===== config.mk =====
export PLATFORM = sky130hd
export DESIGN_NAME = mfl_enforcer
export DESIGN_NICKNAME = d
export VERILOG_FILES = /design/src/rtl/mfl_pkg.sv /design/src/rtl/mfl_counter.sv /design/src/rtl/mfl_gate.sv /design/src/rtl/mfl_status.sv /design/src/rtl/mfl_enforcer.sv
export SDC_FILE = /design/constraint.sdc
export NUM_CORES = 1
export LEC_CHECK = 0
export ABC_AREA = 1
export BUFFER_PORTS_ARGS = -buffer_cell sky130_fd_sc_hd__buf_2
export CAP_MARGIN = 20
export CORE_MARGIN = 2
export CORE_UTILIZATION = 50
export DETAILED_ROUTE_END_ITERATION = 8
export GPL_ROUTABILITY_DRIVEN = 1
export PLACE_DENSITY = 0.72
export SYNTH_ARGS = -nofsm -noshare
export SYNTH_HDL_FRONTEND = slang
export SYNTH_SLANG_ARGS = --single-unit

===== constraint.sdc =====
create_clock -name clk -period 4.4 [get_ports clk]
set_input_delay 0.44 -clock clk [delete_from_list [all_inputs] [get_ports clk]]
set_output_delay 0.44 -clock clk [all_outputs]
set_load 0.05 [all_outputs]

===== src/rtl/mfl_pkg.sv =====
package mfl_pkg;

    // Per-byte decision handed from the counter to the output stages
    typedef struct packed {
        logic fwd;   // accepted byte lies within the ceiling
        logic eof;   // accepted byte closes the frame
        logic over;  // accepted byte lies beyond the ceiling
    } beat_dec_t;

    typedef enum logic [0:0] {
        ST_IDLE = 1'b0,
        ST_BODY = 1'b1
    } frm_state_e;

    // Length reported for a frame: clamped to the ceiling
    function automatic logic [31:0] clamp_len(input logic [31:0] n,
                                              input logic [31:0] lim);
        return (n > lim) ? lim : n;
    endfunction

endpackage


===== src/rtl/mfl_counter.sv =====
module mfl_counter
    import mfl_pkg::*;
#(
    parameter int LEN_W = 16
) (
    input  logic             clk,
    input  logic             rst,
    input  logic [LEN_W-1:0] max_len,
    input  logic             in_valid,
    input  logic             in_last,
    output beat_dec_t        dec,
    output logic [LEN_W-1:0] len_now,
    output logic [LEN_W-1:0] lim_now
);
    localparam int CW = LEN_W + 1;

    frm_state_e       st_q;
    logic [CW-1:0]    cnt_q;
    logic [LEN_W-1:0] lim_q;

    logic             first;
    logic [LEN_W-1:0] lim_eff;
    logic [CW-1:0]    lim_ext;
    logic [CW-1:0]    cnt_base;
    logic [CW-1:0]    cnt_next;
    logic             over;

    always_comb begin
        first    = in_valid && (st_q == ST_IDLE);
        lim_eff  = first ? max_len : lim_q;
        lim_ext  = {1'b0, lim_eff};
        cnt_base = first ? '0 : cnt_q;
        // the byte being accepted is number cnt_base+1
        over     = (cnt_base >= lim_ext);
        cnt_next = over ? (lim_ext + CW'(1)) : (cnt_base + CW'(1));
        len_now  = over ? lim_eff : cnt_next[LEN_W-1:0];
        lim_now  = lim_eff;
        dec.fwd  = in_valid && !over;
        dec.over = in_valid && over;
        dec.eof  = in_valid && in_last;
    end

    always_ff @(posedge clk) begin
        if (rst) begin
            st_q  <= ST_IDLE;
            cnt_q <= '0;
            lim_q <= '0;
        end else if (in_valid) begin
            cnt_q <= cnt_next;
            lim_q <= lim_eff;
            st_q  <= in_last ? ST_IDLE : ST_BODY;
        end
    end

    // stored count never runs past one above the captured ceiling
    p_count_sat_r6: assert property (@(posedge clk) disable iff (rst)
        (st_q == ST_BODY) |-> (cnt_q <= ({1'b0, lim_q} + CW'(1))));

endmodule


===== src/rtl/mfl_gate.sv =====
module mfl_gate
    import mfl_pkg::*;
#(
    parameter int DATA_W = 8
) (
    input  logic              clk,
    input  logic              rst,
    input  beat_dec_t         dec,
    input  logic [DATA_W-1:0] in_data,
    output logic              out_valid,
    output logic [DATA_W-1:0] out_data,
    output logic              out_last
);
    always_ff @(posedge clk) begin
        if (rst) begin
            out_valid <= 1'b0;
            out_data  <= '0;
            out_last  <= 1'b0;
        end else begin
            out_valid <= dec.fwd;
            out_data  <= dec.fwd ? in_data : '0;
            out_last  <= dec.eof;
        end
    end

    // a byte judged beyond the ceiling never surfaces
    p_drop_r3: assert property (@(posedge clk) disable iff (rst)
        $past(dec.over) |-> !out_valid);

endmodule


===== src/rtl/mfl_status.sv =====
module mfl_status
    import mfl_pkg::*;
#(
    parameter int LEN_W = 16
) (
    input  logic             clk,
    input  logic             rst,
    input  beat_dec_t        dec,
    input  logic [LEN_W-1:0] len_now,
    input  logic [LEN_W-1:0] lim_now,
    output logic             stat_valid,
    output logic [LEN_W-1:0] stat_len,
    output logic             stat_long
);
    always_ff @(posedge clk) begin
        if (rst) begin
            stat_valid <= 1'b0;
            stat_len   <= '0;
            stat_long  <= 1'b0;
        end else if (dec.eof) begin
            stat_valid <= 1'b1;
            stat_len   <= len_now;
            stat_long  <= dec.over;
        end else begin
            stat_valid <= 1'b0;
            stat_len   <= '0;
            stat_long  <= 1'b0;
        end
    end

    // a long frame reports exactly the captured ceiling
    p_long_len_r6: assert property (@(posedge clk) disable iff (rst)
        (stat_valid && stat_long) |-> (stat_len == $past(lim_now)));

endmodule


===== src/rtl/mfl_enforcer.sv =====
module mfl_enforcer
    import mfl_pkg::*;
#(
    parameter int LEN_W  = 16,
    parameter int DATA_W = 8
) (
    input  logic              clk,
    input  logic              rst,
    input  logic [LEN_W-1:0]  max_len,
    input  logic              in_valid,
    input  logic [DATA_W-1:0] in_data,
    input  logic              in_last,
    output logic              out_valid,
    output logic [DATA_W-1:0] out_data,
    output logic              out_last,
    output logic              stat_valid,
    output logic [LEN_W-1:0]  stat_len,
    output logic              stat_long
);
    beat_dec_t        dec;
    logic [LEN_W-1:0] len_now;
    logic [LEN_W-1:0] lim_now;

    mfl_counter #(.LEN_W(LEN_W)) u_cnt (
        .clk      (clk),
        .rst      (rst),
        .max_len  (max_len),
        .in_valid (in_valid),
        .in_last  (in_last),
        .dec      (dec),
        .len_now  (len_now),
        .lim_now  (lim_now)
    );

    mfl_gate #(.DATA_W(DATA_W)) u_gate (
        .clk       (clk),
        .rst       (rst),
        .dec       (dec),
        .in_data   (in_data),
        .out_valid (out_valid),
        .out_data  (out_data),
        .out_last  (out_last)
    );

    mfl_status #(.LEN_W(LEN_W)) u_stat (
        .clk        (clk),
        .rst        (rst),
        .dec        (dec),
        .len_now    (len_now),
        .lim_now    (lim_now),
        .stat_valid (stat_valid),
        .stat_len   (stat_len),
        .stat_long  (stat_long)
    );

    // status record and end marker coincide
    p_stat_last_r5: assert property (@(posedge clk) disable iff (rst)
        stat_valid == out_last);

    // an idle input cycle leaves the outputs quiet
    p_idle_quiet_r10: assert property (@(posedge clk) disable iff (rst)
        !$past(in_valid) |-> (!out_valid && !out_last && !stat_valid));

    // forwarded data is the byte accepted one cycle earlier
    p_fwd_data_r2: assert property (@(posedge clk) disable iff (rst)
        out_valid |-> ($past(in_valid) && out_data == $past(in_data)));

endmodule


==> run summary <==
• number of placement rows: 30
• vias in the first global route: 3107
• Final Setup Violations: 0
• Worst-Skew Late Latency: 0.35 ns
• unrepaired setup endpoints after global routing: no
• chip width: 87.3 um
• sinks on the clock net: 61
• remaining antenna violation count after routing: 0
• Top FF cell, synth: sky130_fd_sc_hd__dfxtp_1
• cell taking the most area after synthesis: sky130_fd_sc_hd__dfxtp_1
• hold_ws: 0.290 ns
• largest net degree at the start of global routing: 32
• sequential power share: 37.4%
• crit share post-route: 85.3%
• aggregate routed wire length: 8.89 mm
• Clock Path Buffers: 2
• Setup crit start kind: input pin
• I/O Pins: 56
• number of enable-type register cells in the synthesized netlist: 0
• combinational cell fraction of total power: 26.1%
• async set or reset register ratio after synthesis: 0%
• CTS clock-pin slew for the worst setup and hold paths: 0.08 ns
• DR vias/cell: 5.15
• antenna cells: 0
• Hold WC Path Type: in -> reg
• switching power total: 538 uW
• synthesized netlist cell count: 513
• Finished Core Util: 59.6%
• number of fill cells: 662
• Detail Placement HPWL: 6.68 mm
• cell count of the worst reg-to-reg path: 21
• final-layout setup total negative slack: 0 ns
• pins over their slew limit: 0
• shortest clock period the worst path allows after layout: 3.75 ns
• Unique masters post-synth: 32
• number of optimization iterations in the first detailed-route pass: 5
• synthesized net count: 558
• top cells by area, synth: sky130_fd_sc_hd__dfxtp_1 35%, sky130_fd_sc_hd__nand2_1 12%, sky130_fd_sc_hd__inv_1 8.7%
• share of Yosys cell area claimed by the top area cell type: 35.2%
• first-pass GRT wire length: 14.9 mm
• combined area of all synthesized cells: 3470 um^2
• Core Area: 6760 um^2
• clock tree from TritonCTS: done
• Sw Share: 33.7%
• CP Class: in -> reg
• aggregate global routing overflow: 0
• type of destination of the critical path: flop
• final hold vios: 0
• Static Leakage: 0.00219 uW
• top library cells by usage in the layout, fill and taps aside: 113 x sky130_fd_sc_hd__nand2_1, 80 x sky130_fd_sc_hd__inv_1, 61 x sky130_fd_sc_hd__dfxtp_1
• required time of the worst setup path: 4.66 ns
• die footprint: 7620 um^2
• transition time at the pin with the least slew margin: 0.726 ns
• average wire per standard cell: 13.6 um
• DR vias: 3361
• total routing usage reported by global routing: 25.4%
• Clock Skews: 0.0110 ns
• Max-Cap Viols: 0
• final standard cell area without fillers: 4030 um^2
• number of antenna violations at the first check in global routing: 0
• Num CTS Buffers: 9
• CTS Root Cell: sky130_fd_sc_hd__clkbuf_8
• pre-CTS worst setup slack: 0.336 ns
• yosys warns: 0
• Hold Path Depth: 3
• cells resized by post-CTS repair: 0
• Post-CTS Setup Bufs: 0
• hold buffers post-CTS: 0
• result of the run: completed
• net count of the finished layout: 613
• total power divided by cell area: 396 nW/um^2
• #FFs+latches synth: 61
• Internal Pwr Total: 1060 uW
• IR Drop Worst-Case VDD: 0.000210 V
• share of synthesized area occupied by flip-flops and latches: 35.2%
• signed area change from the synthesized netlist to the final layout: 16.1%
• final critical-path setup slack: 0.647 ns
• starting utilization of the core area: 51.3%
• data arrival time of the worst path: 4.02 ns
• worst max-slew margin expressed relative to the limit: 51.5%
• maximum fanout along the worst path: 26
• DRC Markers: 0
• Peak Freq: 266 MHz
• number of levels in the clock H-tree: 3
• post-detailed-placement cell area: 3790 um^2
• drt first-iter violations: 317
• buffers added on ports: 55
• Vert. Die Dim: 87.3 um
• mean cell area of the mapped netlist: 6.76 um^2
• fraction of layout cells with a size suffix above 1: 22.0%
• clock network power share: 36.4%
• placer's final routability congestion estimate: 0.927
• leading cell type in the layout, fill and taps excluded: sky130_fd_sc_hd__nand2_1
cells in the mapped netlist, types with 5 or more instances:
cell type	number
sky130_fd_sc_hd__clkbuf_1	6
sky130_fd_sc_hd__xor2_1	7
sky130_fd_sc_hd__ha_1	17
sky130_fd_sc_hd__nor2_1	56
sky130_fd_sc_hd__or2_2	13
sky130_fd_sc_hd__a21oi_1	35
sky130_fd_sc_hd__inv_1	80
sky130_fd_sc_hd__o21ai_0	23
sky130_fd_sc_hd__nand3_1	36
sky130_fd_sc_hd__nand2_2	12
sky130_fd_sc_hd__buf_2	6
sky130_fd_sc_hd__dfxtp_1	61
sky130_fd_sc_hd__nor2_2	6
sky130_fd_sc_hd__nand3b_1	5
sky130_fd_sc_hd__nand2_1	113
sky130_fd_sc_hd__nand4_1	5
critical path: stages:
cell	delay [ns]
sky130_fd_sc_hd__buf_2	0.30
sky130_fd_sc_hd__nand2_4	0.08
sky130_fd_sc_hd__inv_2	0.31
sky130_fd_sc_hd__or2_2	0.18
sky130_fd_sc_hd__o21ai_0	0.20
sky130_fd_sc_hd__ha_1	0.39
sky130_fd_sc_hd__nand2_1	0.08
sky130_fd_sc_hd__nor2_1	0.17
sky130_fd_sc_hd__nand3b_1	0.09
sky130_fd_sc_hd__nand3_1	0.10
sky130_fd_sc_hd__nand2_2	0.19
sky130_fd_sc_hd__nand2_4	0.22
sky130_fd_sc_hd__buf_4	0.23
sky130_fd_sc_hd__nand2_1	0.11
sky130_fd_sc_hd__nand2_1	0.14
sky130_fd_sc_hd__nand2_1	0.13
sky130_fd_sc_hd__nor2_1	0.14
sky130_fd_sc_hd__nand2_2	0.11
sky130_fd_sc_hd__xor2_1	0.20
sky130_fd_sc_hd__nand2_1	0.07
sky130_fd_sc_hd__a21oi_1	0.15
per-stage QoR:
stage	instances	power, uW
2_1_floorplan	513	925
3_3_place_gp	637	1010
3_5_place_dp	637	1020
4_1_cts	653	1600
5_1_grt	653	1680
6_report	653	1600
flip-flops by register name, indices dropped and copies added, names as in the netlist:
register / cells
u_stat.stat_valid: 1
u_gate.out_data: 8
u_gate.out_valid: 1
u_stat.stat_len: 16
u_cnt.st_q: 1
u_cnt.lim_q: 16
u_cnt.cnt_q: 17
u_stat.stat_long: 1
routing by layer:
layer | global-route usage, % | wire, um
met5 | 0 | 0
met4 | 13.4 | 308
met2 | 38.1 | 3880
met1 | 34.7 | 4070
met3 | 4.27 | 627
power by group through the flow:
stage,clock [uW],combinational (uW),sequential (uW)
after floorplan,0,276,650
after global placement,0,403,609
after detailed placement,0,410,610
after CTS,593,413,597
after global routing,613,466,600
final,581,417,597
path summary, 6_finish.rpt:
check / start / end / slack [ns]
worst min-delay path: in_data[2] / u_gate.out_data[2]$_SDFF_PP0_ / 0.29
worst max-delay path: in_valid / u_stat.stat_len[7]$_SDFF_PP0_ / 0.65
worst min register to register: u_cnt.cnt_q[1]$_SDFFE_PP0P_ / u_cnt.cnt_q[1]$_SDFFE_PP0P_ / 0.46
worst max register to register: u_cnt.st_q$_SDFFE_PP0P_ / u_stat.stat_len[7]$_SDFF_PP0_ / 0.68
kinds of logic (layout without fill, tap and decap cells):
| kind of cell | after synthesis | in the layout | synth area share, % |
|---|---|---|---|
| compound gates | 68 | 68 | 10.4 |
| xor+xnor | 7 | 7 | 1.77 |
| fa+ha+maj | 17 | 17 | 6.13 |
| buf+inv | 104 | 164 | 12.4 |
| flops | 61 | 61 | 35.2 |
| mux | 1 | 1 | 0.289 |
| simple gates | 255 | 255 | 33.7 |
final cells by class:
type                            instances  area (um^2)  area share (%)
Timing Repair Buffer                   64          343            8.51
Sequential cell                        61         1220            30.3
Inverter                               84          315            7.83
Multi-Input combinational cell        348         1820            45.1
Clock buffer                           10          138            3.42
Clock inverter                          6         93.8            2.33
Tap cell                               80          100            2.49
Power figures use the tool's default switching activity.
